File: config.mk
export PLATFORM = sky130hd
export DESIGN_NAME = fuse_prog_ctrl
export DESIGN_NICKNAME = d
export VERILOG_FILES = /design/src/rtl/fuse_pkg.sv /design/src/rtl/fuse_array.sv /design/src/rtl/fuse_seq.sv /design/src/rtl/fuse_prog_ctrl.sv
export SDC_FILE = /design/constraint.sdc
export NUM_CORES = 2
export LEC_CHECK = 0
export BUFFER_PORTS_ARGS = -buffer_cell sky130_fd_sc_hd__buf_2
export CAP_MARGIN = 20
export CELL_PAD_IN_SITES_DETAIL_PLACEMENT = 0
export CELL_PAD_IN_SITES_GLOBAL_PLACEMENT = 1
export CORE_ASPECT_RATIO = 1.25
export CORE_MARGIN = 3
export CORE_UTILIZATION = 45
export DETAILED_ROUTE_END_ITERATION = 10
export PLACE_DENSITY_LB_ADDON = 0.1
export RECOVER_POWER = 50
export SYNTH_ARGS = -nofsm -noshare
export SYNTH_HDL_FRONTEND = slang
export SYNTH_SLANG_ARGS = --single-unit
File: constraint.sdc
create_clock -name clk_i -period 11.67 [get_ports clk_i]
set_input_delay 2.334 -clock clk_i [delete_from_list [all_inputs] [get_ports clk_i]]
set_output_delay 2.334 -clock clk_i [all_outputs]
set_load 0.01 [all_outputs]
File: src/rtl/fuse_pkg.sv
`timescale 1ns/1ps
package fuse_pkg;
  localparam int DW       = 32;
  localparam int PG_W     = 12;
  localparam int RLX_W    = 4;
  localparam int RS_W     = 6;
  localparam int KEY_W    = 16;
  localparam logic [KEY_W-1:0] UNLOCK_KEY = 16'h3E77;

  localparam logic [7:0] OFF_CTRL  = 8'h00;
  localparam logic [7:0] OFF_SET   = 8'h04;
  localparam logic [7:0] OFF_CLR   = 8'h08;
  localparam logic [7:0] OFF_TIM   = 8'h10;
  localparam logic [7:0] OFF_RDC   = 8'h20;
  localparam logic [7:0] OFF_DATA  = 8'h30;
  localparam logic [7:0] OFF_RDATA = 8'h40;

  localparam int BIT_BUSY = 8;
  localparam int BIT_ERR  = 9;

  typedef enum logic [1:0] {PH_IDLE, PH_PRE, PH_STB, PH_POST} phase_e;
endpackage

File: src/rtl/fuse_array.sv
`timescale 1ns/1ps
module fuse_array #(
  parameter int WORDS = 128,
  parameter int W     = 32,
  localparam int AW   = $clog2(WORDS)
) (
  input  logic          clk_i,
  input  logic [AW-1:0] addr_i,
  input  logic          burn_i,
  input  logic [W-1:0]  burn_data_i,
  output logic [W-1:0]  rd_data_o
);
  // behavioural fuse macro: blank at power-up, bits only ever set
  logic [W-1:0] mem [WORDS] = '{default: '0};

  always_ff @(posedge clk_i) begin
    if (burn_i) mem[addr_i] <= mem[addr_i] | burn_data_i;
  end

  assign rd_data_o = mem[addr_i];
endmodule

File: src/rtl/fuse_seq.sv
`timescale 1ns/1ps
module fuse_seq
  import fuse_pkg::*;
(
  input  logic             clk_i,
  input  logic             rst_ni,
  input  logic             start_sense_i,
  input  logic             start_prog_i,
  input  logic [RLX_W-1:0] relax_i,
  input  logic [RS_W-1:0]  len_rd_i,
  input  logic [PG_W-1:0]  len_pg_i,
  output logic             busy_o,
  output logic             prog_o,
  output logic             strobe_o,
  output logic             done_o
);
  localparam int XW = PG_W + 1;

  phase_e            phase_q;
  logic [PG_W-1:0]   cnt_q, stb_q;
  logic [RLX_W-1:0]  rlx_q;
  logic              prog_q;
  logic [XW-1:0]     len_x, two_r;
  logic [PG_W-1:0]   stb_len;
  logic              start;

  assign start   = start_sense_i | start_prog_i;
  assign len_x   = start_prog_i ? {1'b0, len_pg_i} : XW'(len_rd_i);
  assign two_r   = XW'({relax_i, 1'b0}) + XW'(2);
  // active strobe = field minus both relax intervals, never below one cycle
  assign stb_len = (len_x >= two_r) ? PG_W'(len_x - two_r + XW'(1)) : PG_W'(1);

  always_ff @(posedge clk_i or negedge rst_ni) begin
    if (!rst_ni) begin
      phase_q <= PH_IDLE;
      cnt_q   <= '0;
      stb_q   <= '0;
      rlx_q   <= '0;
      prog_q  <= 1'b0;
    end else begin
      unique case (phase_q)
        PH_IDLE: if (start) begin
          phase_q <= PH_PRE;
          cnt_q   <= PG_W'(relax_i);
          rlx_q   <= relax_i;
          stb_q   <= stb_len;
          prog_q  <= start_prog_i;
        end
        PH_PRE: if (cnt_q == '0) begin
          phase_q <= PH_STB;
          cnt_q   <= stb_q - PG_W'(1);
        end else cnt_q <= cnt_q - PG_W'(1);
        PH_STB: if (cnt_q == '0) begin
          phase_q <= PH_POST;
          cnt_q   <= PG_W'(rlx_q);
        end else cnt_q <= cnt_q - PG_W'(1);
        PH_POST: if (cnt_q == '0) phase_q <= PH_IDLE;
          else cnt_q <= cnt_q - PG_W'(1);
        default: phase_q <= PH_IDLE;
      endcase
    end
  end

  assign busy_o   = (phase_q != PH_IDLE);
  assign strobe_o = (phase_q == PH_STB);
  assign done_o   = strobe_o && (cnt_q == '0);
  assign prog_o   = prog_q;

  // checker: total busy length matches the timing formula
  logic [XW:0] ast_cnt_q, ast_exp_q;
  always_ff @(posedge clk_i or negedge rst_ni) begin
    if (!rst_ni) begin
      ast_cnt_q <= '0;
      ast_exp_q <= '0;
    end else if (!busy_o && start) begin
      ast_cnt_q <= '0;
      ast_exp_q <= (XW+1)'(two_r) + (XW+1)'(stb_len);
    end else if (busy_o) begin
      ast_cnt_q <= ast_cnt_q + 1'b1;
    end
  end

  AST_BUSY_LENGTH: assert property (@(posedge clk_i) disable iff (!rst_ni)
    $fell(busy_o) |-> ast_cnt_q == ast_exp_q);
endmodule

File: src/rtl/fuse_prog_ctrl.sv
`timescale 1ns/1ps
module fuse_prog_ctrl
  import fuse_pkg::*;
#(
  parameter int BANKS          = 16,
  parameter int WORDS_PER_BANK = 8,
  localparam int WORDS = BANKS * WORDS_PER_BANK,
  localparam int FAW   = $clog2(WORDS)
) (
  input  logic          clk_i,
  input  logic          rst_ni,
  input  logic          wr_en_i,
  input  logic [7:0]    addr_i,
  input  logic [DW-1:0] wdata_i,
  output logic [DW-1:0] rdata_o,
  output logic          fuse_strobe_o
);
  logic [FAW-1:0]   faddr_q;
  logic [KEY_W-1:0] unlock_q;
  logic             err_q;
  logic [PG_W-1:0]  t_pg_q;
  logic [RLX_W-1:0] t_rlx_q;
  logic [RS_W-1:0]  t_rs_q;
  logic [DW-1:0]    data_q, rdd_q, fuse_rd;

  logic seq_busy, seq_prog, seq_done;
  logic wr_ctrl, wr_set, wr_clr, wr_tim, wr_rdc, wr_data, guarded_wr;
  logic start_sense, start_prog, sense_cap, burn;

  assign wr_ctrl = wr_en_i && addr_i == OFF_CTRL;
  assign wr_set  = wr_en_i && addr_i == OFF_SET;
  assign wr_clr  = wr_en_i && addr_i == OFF_CLR;
  assign wr_tim  = wr_en_i && addr_i == OFF_TIM;
  assign wr_rdc  = wr_en_i && addr_i == OFF_RDC;
  assign wr_data = wr_en_i && addr_i == OFF_DATA;
  assign guarded_wr = wr_ctrl | wr_set | wr_clr | wr_rdc | wr_data;

  assign start_sense = wr_rdc && wdata_i[0] && !seq_busy;
  assign start_prog  = wr_data && unlock_q == UNLOCK_KEY && !seq_busy;
  assign sense_cap   = seq_done && !seq_prog;
  assign burn        = seq_done && seq_prog;

  always_ff @(posedge clk_i or negedge rst_ni) begin
    if (!rst_ni) begin
      faddr_q  <= '0;
      unlock_q <= '0;
      err_q    <= 1'b0;
      t_pg_q   <= '0;
      t_rlx_q  <= '0;
      t_rs_q   <= '0;
      data_q   <= '0;
      rdd_q    <= '0;
    end else begin
      if (guarded_wr && seq_busy) err_q <= 1'b1;
      if (!seq_busy) begin
        if (wr_ctrl) begin
          faddr_q  <= wdata_i[FAW-1:0];
          unlock_q <= wdata_i[DW-1 -: KEY_W];
        end
        if (wr_set) begin
          faddr_q  <= faddr_q | wdata_i[FAW-1:0];
          unlock_q <= unlock_q | wdata_i[DW-1 -: KEY_W];
        end
        if (wr_clr) begin
          faddr_q  <= faddr_q & ~wdata_i[FAW-1:0];
          unlock_q <= unlock_q & ~wdata_i[DW-1 -: KEY_W];
          if (wdata_i[BIT_ERR]) err_q <= 1'b0;
        end
        if (wr_tim) begin
          t_pg_q  <= wdata_i[PG_W-1:0];
          t_rlx_q <= wdata_i[PG_W +: RLX_W];
          t_rs_q  <= wdata_i[16 +: RS_W];
        end
        if (wr_data) begin
          data_q <= wdata_i;
          if (start_prog) unlock_q <= '0;  // one key per burn
        end
      end
      if (sense_cap) rdd_q <= fuse_rd;
    end
  end

  fuse_seq u_seq (
    .clk_i        (clk_i),
    .rst_ni       (rst_ni),
    .start_sense_i(start_sense),
    .start_prog_i (start_prog),
    .relax_i      (t_rlx_q),
    .len_rd_i     (t_rs_q),
    .len_pg_i     (t_pg_q),
    .busy_o       (seq_busy),
    .prog_o       (seq_prog),
    .strobe_o     (fuse_strobe_o),
    .done_o       (seq_done)
  );

  fuse_array #(.WORDS(WORDS), .W(DW)) u_array (
    .clk_i      (clk_i),
    .addr_i     (faddr_q),
    .burn_i     (burn),
    .burn_data_i(data_q),
    .rd_data_o  (fuse_rd)
  );

  logic [DW-1:0] ctrl_rd;
  always_comb begin
    ctrl_rd = '0;
    ctrl_rd[FAW-1:0]        = faddr_q;
    ctrl_rd[BIT_BUSY]       = seq_busy;
    ctrl_rd[BIT_ERR]        = err_q;
    ctrl_rd[DW-1 -: KEY_W]  = unlock_q;
  end

  always_comb begin
    unique case (addr_i)
      OFF_CTRL, OFF_SET, OFF_CLR: rdata_o = ctrl_rd;
      OFF_TIM:   rdata_o = DW'({t_rs_q, t_rlx_q, t_pg_q});
      OFF_DATA:  rdata_o = data_q;
      OFF_RDATA: rdata_o = rdd_q;
      default:   rdata_o = '0;
    endcase
  end

  AST_PROG_NEEDS_KEY: assert property (@(posedge clk_i) disable iff (!rst_ni)
    ($rose(seq_busy) && seq_prog) |-> $past(unlock_q) == UNLOCK_KEY);
  AST_KEY_GONE: assert property (@(posedge clk_i) disable iff (!rst_ni)
    (seq_busy && seq_prog) |-> unlock_q == '0);
  AST_BUSY_WRITE_ERR: assert property (@(posedge clk_i) disable iff (!rst_ni)
    (seq_busy && guarded_wr) |=> err_q && $stable(faddr_q) && $stable(data_q));
  AST_ERR_STICKY: assert property (@(posedge clk_i) disable iff (!rst_ni)
    $fell(err_q) |-> $past(wr_clr && wdata_i[BIT_ERR]));
  AST_RDATA_HOLD: assert property (@(posedge clk_i) disable iff (!rst_ni)
    !$past(seq_done && !seq_prog) |-> $stable(rdd_q));
endmodule

=== Word level (Yosys, flattened, before mapping) ===
Memories as Yosys holds them, arrays and structs flattened.
Cells that the tools add are included.

* Register bits after elaboration: 141
* Bits in writable memories: 4096
* Input bits: 43
* Output and inout port bits: 33
* Logic and storage cells: 103
* Memories kept: 1

{| class="wikitable"
|+ Memories
! name !! depth !! width !! rd ports !! clocked after Yosys merged registers in !! write ports !! RTL line !! RTL
|-
| u_array.mem || 128 || 32 || 1 || 0 || 1 || fuse_array.sv:14 || <nowiki>logic [W-1:0] mem [WORDS] = '{default: '0};</nowiki>
|}

* $add $sub $neg: 5
* $lt $le $gt $ge: 1
* Eq/ne operators: 15
* Mux-type cells: 27
* Bitwise operators: 13
* Reductions and logical operators: 28

{| class="wikitable"
|+ Operator list
! operator !! number
|-
| 32-bit one-hot mux with 4 select lines || 1
|-
| 16-bit two-way mux || 5
|-
| 12-bit two-way mux || 6
|-
| 12-bit one-hot mux with 4 select lines || 1
|-
| 32-bit bitwise OR || 1
|-
| 12-bit by 1-bit subtractor with 12-bit output (second input constant) || 2
|-
| 7-bit two-way mux || 3
|-
| 16-bit AND || 1
|-
| 16-bit by 14-bit equality test with 1-bit output (second input constant) || 1
|-
| 8-bit by 6-bit equality test with 1-bit output (second input constant) || 2
|-
| 16-bit NOT || 1
|-
| 16-bit bitwise OR || 1
|-
| 1-bit logical AND || 14
|-
| 13-bit greater-or-equal comparator || 1
|-
| 12-bit by 1-bit adder with 12-bit output (second input constant) || 1
|-
| 12-bit zero test || 1
|-
| 12-bit subtractor || 1
|-
| 2-bit AND reduction || 5
|-
| 8-bit by 3-bit equality test with 1-bit output (second input constant) || 1
|-
| 8-bit by 4-bit equality test with 1-bit output (second input constant) || 1
|-
| 8-bit by 5-bit equality test with 1-bit output (second input constant) || 1
|-
| 8-bit by 7-bit equality test with 1-bit output (second input constant) || 1
|-
| 8-bit zero test || 1
|-
| 2-bit two-way mux || 4
|-
| other kinds (18) || 32
|}

=== Depth between registers and ports, before layout ===
* Depth after elaboration: 11
* Mapped depth: 17
* Gate-level depth less buffers: 15

=== Cells and area by module ===
From an unflattened synthesis, not the netlist that was laid out.

* Cell total of the unflattened synthesis: 9936
* Area, all modules: 165750.2 um2

{| class="wikitable"
|+ By module, submodules not included
! module !! instances !! cells each !! area each (um2) !! sequential area each (um2)
|-
| fuse_array || 1 || 9160 || 157598.6 || 122998.0
|-
| fuse_prog_ctrl || 1 || 467 || 5441.5 || 2752.6
|-
| fuse_seq || 1 || 309 || 2710.1 || 775.7
|}

=== Worst setup path before layout ===
Ideal clock, no wire load.

* Path kind: input to output
* From: input port addr_i[1]
* To: output port rdata_o[16]
* Arrival: 3.838 ns
* Data required time: 9.336 ns
* Path slack: 5.498 ns
* Stages on the path: 6
* Buffers on the path: 2
* Path through: nor4_1 > and4b_1 > clkbuf_1 > clkbuf_1 > a22oi_1 > o21ai_0

* Cells in the longest elaborated chain, start to end: 3
* Elaborated cells between the ends (all ways): 8
* Classes of those cells: eq/ne (5); mux (1); reduce/logical (2)

{| class="wikitable"
|+ Ends and longest elaborated chain
! what !! RTL line !! RTL
|-
| from (decl) || fuse_prog_ctrl.sv:13 || <nowiki>input logic [7:0] addr_i,</nowiki>
|-
| 8-bit by 3-bit equality test with 1-bit output (tied with other cells) || fuse_prog_ctrl.sv:115 || <nowiki>unique case (addr_i)</nowiki>
|-
| 3-bit OR reduction || fuse_prog_ctrl.sv:115 ||
|-
| 32-bit one-hot mux with 4 select lines (*) || fuse_prog_ctrl.sv:115 ||
|-
| to (decl) || fuse_prog_ctrl.sv:15 || <nowiki>output logic [DW-1:0] rdata_o,</nowiki>
|}

Every way passes the cells marked *; elsewhere a longest branch is shown, timed or not.

=== Final worst setup path ===
* From: register faddr_q[0]
* To: memory u_array.mem[102][6] (enable)

{| class="wikitable"
|+ RTL lines
! what !! RTL line !! RTL
|-
| from (decl) || fuse_prog_ctrl.sv:18 || <nowiki>logic [FAW-1:0] faddr_q;</nowiki>
|-
| from (signal assigned) || fuse_prog_ctrl.sv:57 || <nowiki>faddr_q <= wdata_i[FAW-1:0];</nowiki>
|-
| from (signal assigned) || fuse_prog_ctrl.sv:61 || <nowiki>faddr_q <= faddr_q | wdata_i[FAW-1:0];</nowiki>
|-
| from (signal assigned) || fuse_prog_ctrl.sv:65 || <nowiki>faddr_q <= faddr_q & ~wdata_i[FAW-1:0];</nowiki>
|-
| to (decl) || fuse_array.sv:14 ||
|}

Straight into the memory's write port.

==> impl_metrics.env <==
export IMPL_status="finished, violations left"
export IMPL_failed_checks="capacitance limit, slew limit"
export IMPL_dp_cells=14200
export IMPL_cts_buffers=418
export IMPL_p_leak_nw=43.9
export IMPL_async_flop_share=0.0333
export IMPL_finClkSkew_ps=65.4
export IMPL_synthFlopType="edfxtp_1"
export IMPL_critical_path_max_fanout=84
export IMPL_fin_crit_ps=9520
export IMPL_clockRootBuffer="clkbuf_16"
export IMPL_cts_sinks=4237
export IMPL_fp_dieW_um=547
export IMPL_min_period_over_period=0.816
export IMPL_synth_nets=9680
export IMPL_cp_arrival_ps=10120
export IMPL_holdWs_ps=479
export IMPL_grt_start_max_net_pins=97
export IMPL_htreeDepth=5
export IMPL_syn_area_per_cell_um2=17.1
export IMPL_rows=247
export IMPL_critPathLaunchType="flip-flop"
export IMPL_yosys_register_bits=4237
export IMPL_place_gp_congestion=0.868
export IMPL_finalSetupTns_ps=0
export IMPL_power_density_nw_per_um2=162
export IMPL_max_cap_violations=119
export IMPL_ys_seq_area_frac=0.769
export IMPL_nNetsFinal=9840
export IMPL_syn_inst=9605
export IMPL_avgViaCountPerCell=6.77
export IMPL_synth_area_um2=164000
export IMPL_yosys_top_cells_count="edfxtp_1, a221oi_1, clkbuf_1"
export IMPL_boundaryPins=76
export IMPL_instances_no_fill=15000
export IMPL_clk_pin_slew_ps=70
export IMPL_antenna_left=0
export IMPL_wl_per_cell_um=40.6
export IMPL_grt_use_total=0.319
export IMPL_grt_pass1_vias=99000
export IMPL_drc=0
export IMPL_clk_path_buf_depth=4
export IMPL_initial_core_util=0.453
export IMPL_final_util=0.511
export IMPL_synth_area_top_cells="edfxtp_1, a221oi_1, dfrtp_1, mux2_2, mux2i_1"
export IMPL_setup_ws_ps=2150
export IMPL_grt_pass1_wl_mm=829
export IMPL_wl_mm=608
export IMPL_yosys_warnings=0
export IMPL_area_growth_pct=12.7
export IMPL_die_area_um2=373000
export IMPL_relSlewSlack=-1.32
export IMPL_synth_top_area_frac=0.748
export IMPL_final_layout_size_suffix_gt1_frac=0.154
export IMPL_vias=101000
export IMPL_pre_cts_ws_ps=4560
export IMPL_hp_class="reg -> reg"
export IMPL_finalInstanceArea_um2=185000
export IMPL_slew_violations=2996
export IMPL_critPathKind="reg -> reg"
export IMPL_io_buffers=75
export IMPL_report_final_hold_viol_count=0
export IMPL_synth_area_leader_cell="edfxtp_1"
export IMPL_fmax_mhz=105
export IMPL_rsz0062_at_grt="false"
export IMPL_ir_drop_mv=0.112
export IMPL_dpl_instance_area_um2=173000
export IMPL_yosysMostFrequentCell="edfxtp_1"
export IMPL_clk_latency_ps=1010
export IMPL_cts_resized=0
export IMPL_tightestPinTransition_ps=3480
export IMPL_dieHeight_um=682
export IMPL_cts_tree="built"
export IMPL_finalSetupViolCount=0
export IMPL_cts_setup_buffers=0
export IMPL_synth_enable_flop_cells=4096
export IMPL_synth_cell_types=89
export IMPL_required_ps=12270
export IMPL_globalRouteOverflowTotal=0
export IMPL_core_um2=363000
export IMPL_setup_worst_path_end_class="flip-flop"
export IMPL_cts_hold_buf=0
export IMPL_antenna_found_initial=38
export IMPL_drt_first_pass_iters=9
export IMPL_dr_first_iter_drc_count=15000
export IMPL_total_power_mw=30.1
export IMPL_hpwlAfterDp_mm=347
## final timing paths
kind / from / endpoint / slack (ps) / depth (start not counted)
min reg2reg: u_seq.rlx_q[1] / u_seq.rlx_q[1] / 480 / 2
max: faddr_q[0] / u_array.mem[102][6] / 2150 / 8
max reg2reg: faddr_q[0] / u_array.mem[102][6] / 2150 / 8
min: u_seq.rlx_q[1] / u_seq.rlx_q[1] / 480 / 2
min in group asynchronous: rst_ni / unlock_q[12] / 2430 / 1
max in group asynchronous: rst_ni / u_seq.cnt_q[1] / 4940 / 3
## layout by cell type, fill, tap and decap left out, types with 55 or more instances in the layout
master and count:
nor2_4 55, clkbuf_1 198, a22o_1 86, a222oi_1 108
mux2_2 282, clkinv_1 77, buf_4 280, a21oi_1 302
mux2i_1 274, a211oi_1 71, nor3_1 64, clkinv_2 87
a22oi_1 317, a221o_1 150, nand2_1 301, edfxtp_1 4096
o22ai_1 156, clkbuf_16 425, o21ai_0 267, dfrtp_1 135
a221oi_1 786, nand3_1 73, nor2_1 290, buf_2 76
## area by class of cell
class	count	area, um^2
fillers	29800	178000
multi-input cells	4550	35300
flip-flops and latches	4237	127000
clock buffers	517	11000
well taps	4855	6070
clock inverters	249	2520
diodes	14	35.0
inverters	48	203
repair buffers	510	3690
## worst max-delay path: stages (launching register included)
cell and delay, ps:
dfrtp_4 730, buf_12 370, nor2b_1 1630, clkbuf_1 1570, clkbuf_1 1040, nand2_2 40, clkbuf_1 1140, nor2_4 1100
clkbuf_1 1130
## state kept, by name, summed over array words and instances (netlist names)
register / cells
faddr_q: 7
err_q: 1
unlock_q: 16
rdd_q: 32
u_seq.stb_q: 12
t_rlx_q: 4
u_array.mem: 4096
u_seq.cnt_q: 12
u_seq.rlx_q: 4
data_q: 32
t_rs_q: 6
u_seq.phase_q: 2
u_seq.prog_o: 1
t_pg_q: 12
## logic make-up (layout without fill, tap and decap cells)
group | count (synthesis) | after routing | share of synthesized area
simple gates | 1141 | 1141 | 0.0339
buf+inv | 818 | 1324 | 0.0209
compound gates | 2742 | 2742 | 0.129
xor+xnor | 23 | 23 | 0.00122
flops | 4237 | 4237 | 0.769
fa+ha+maj | 32 | 32 | 0.00253
other cells | 0 | 14 | 0
mux | 612 | 612 | 0.0435
## per-layer routing
metal	wire [um]	GRT usage
met2	287000	0.514
met5	69	0
met1	229000	0.421
met3	57800	0.0572
met4	34000	0.149
## power breakdown
group,switching [mW],internal (mW)
combinational,0.0258,0.00945
sequential,0.000702,16.4
clock,5.90,7.70
(Power assumes the default switching activity.)
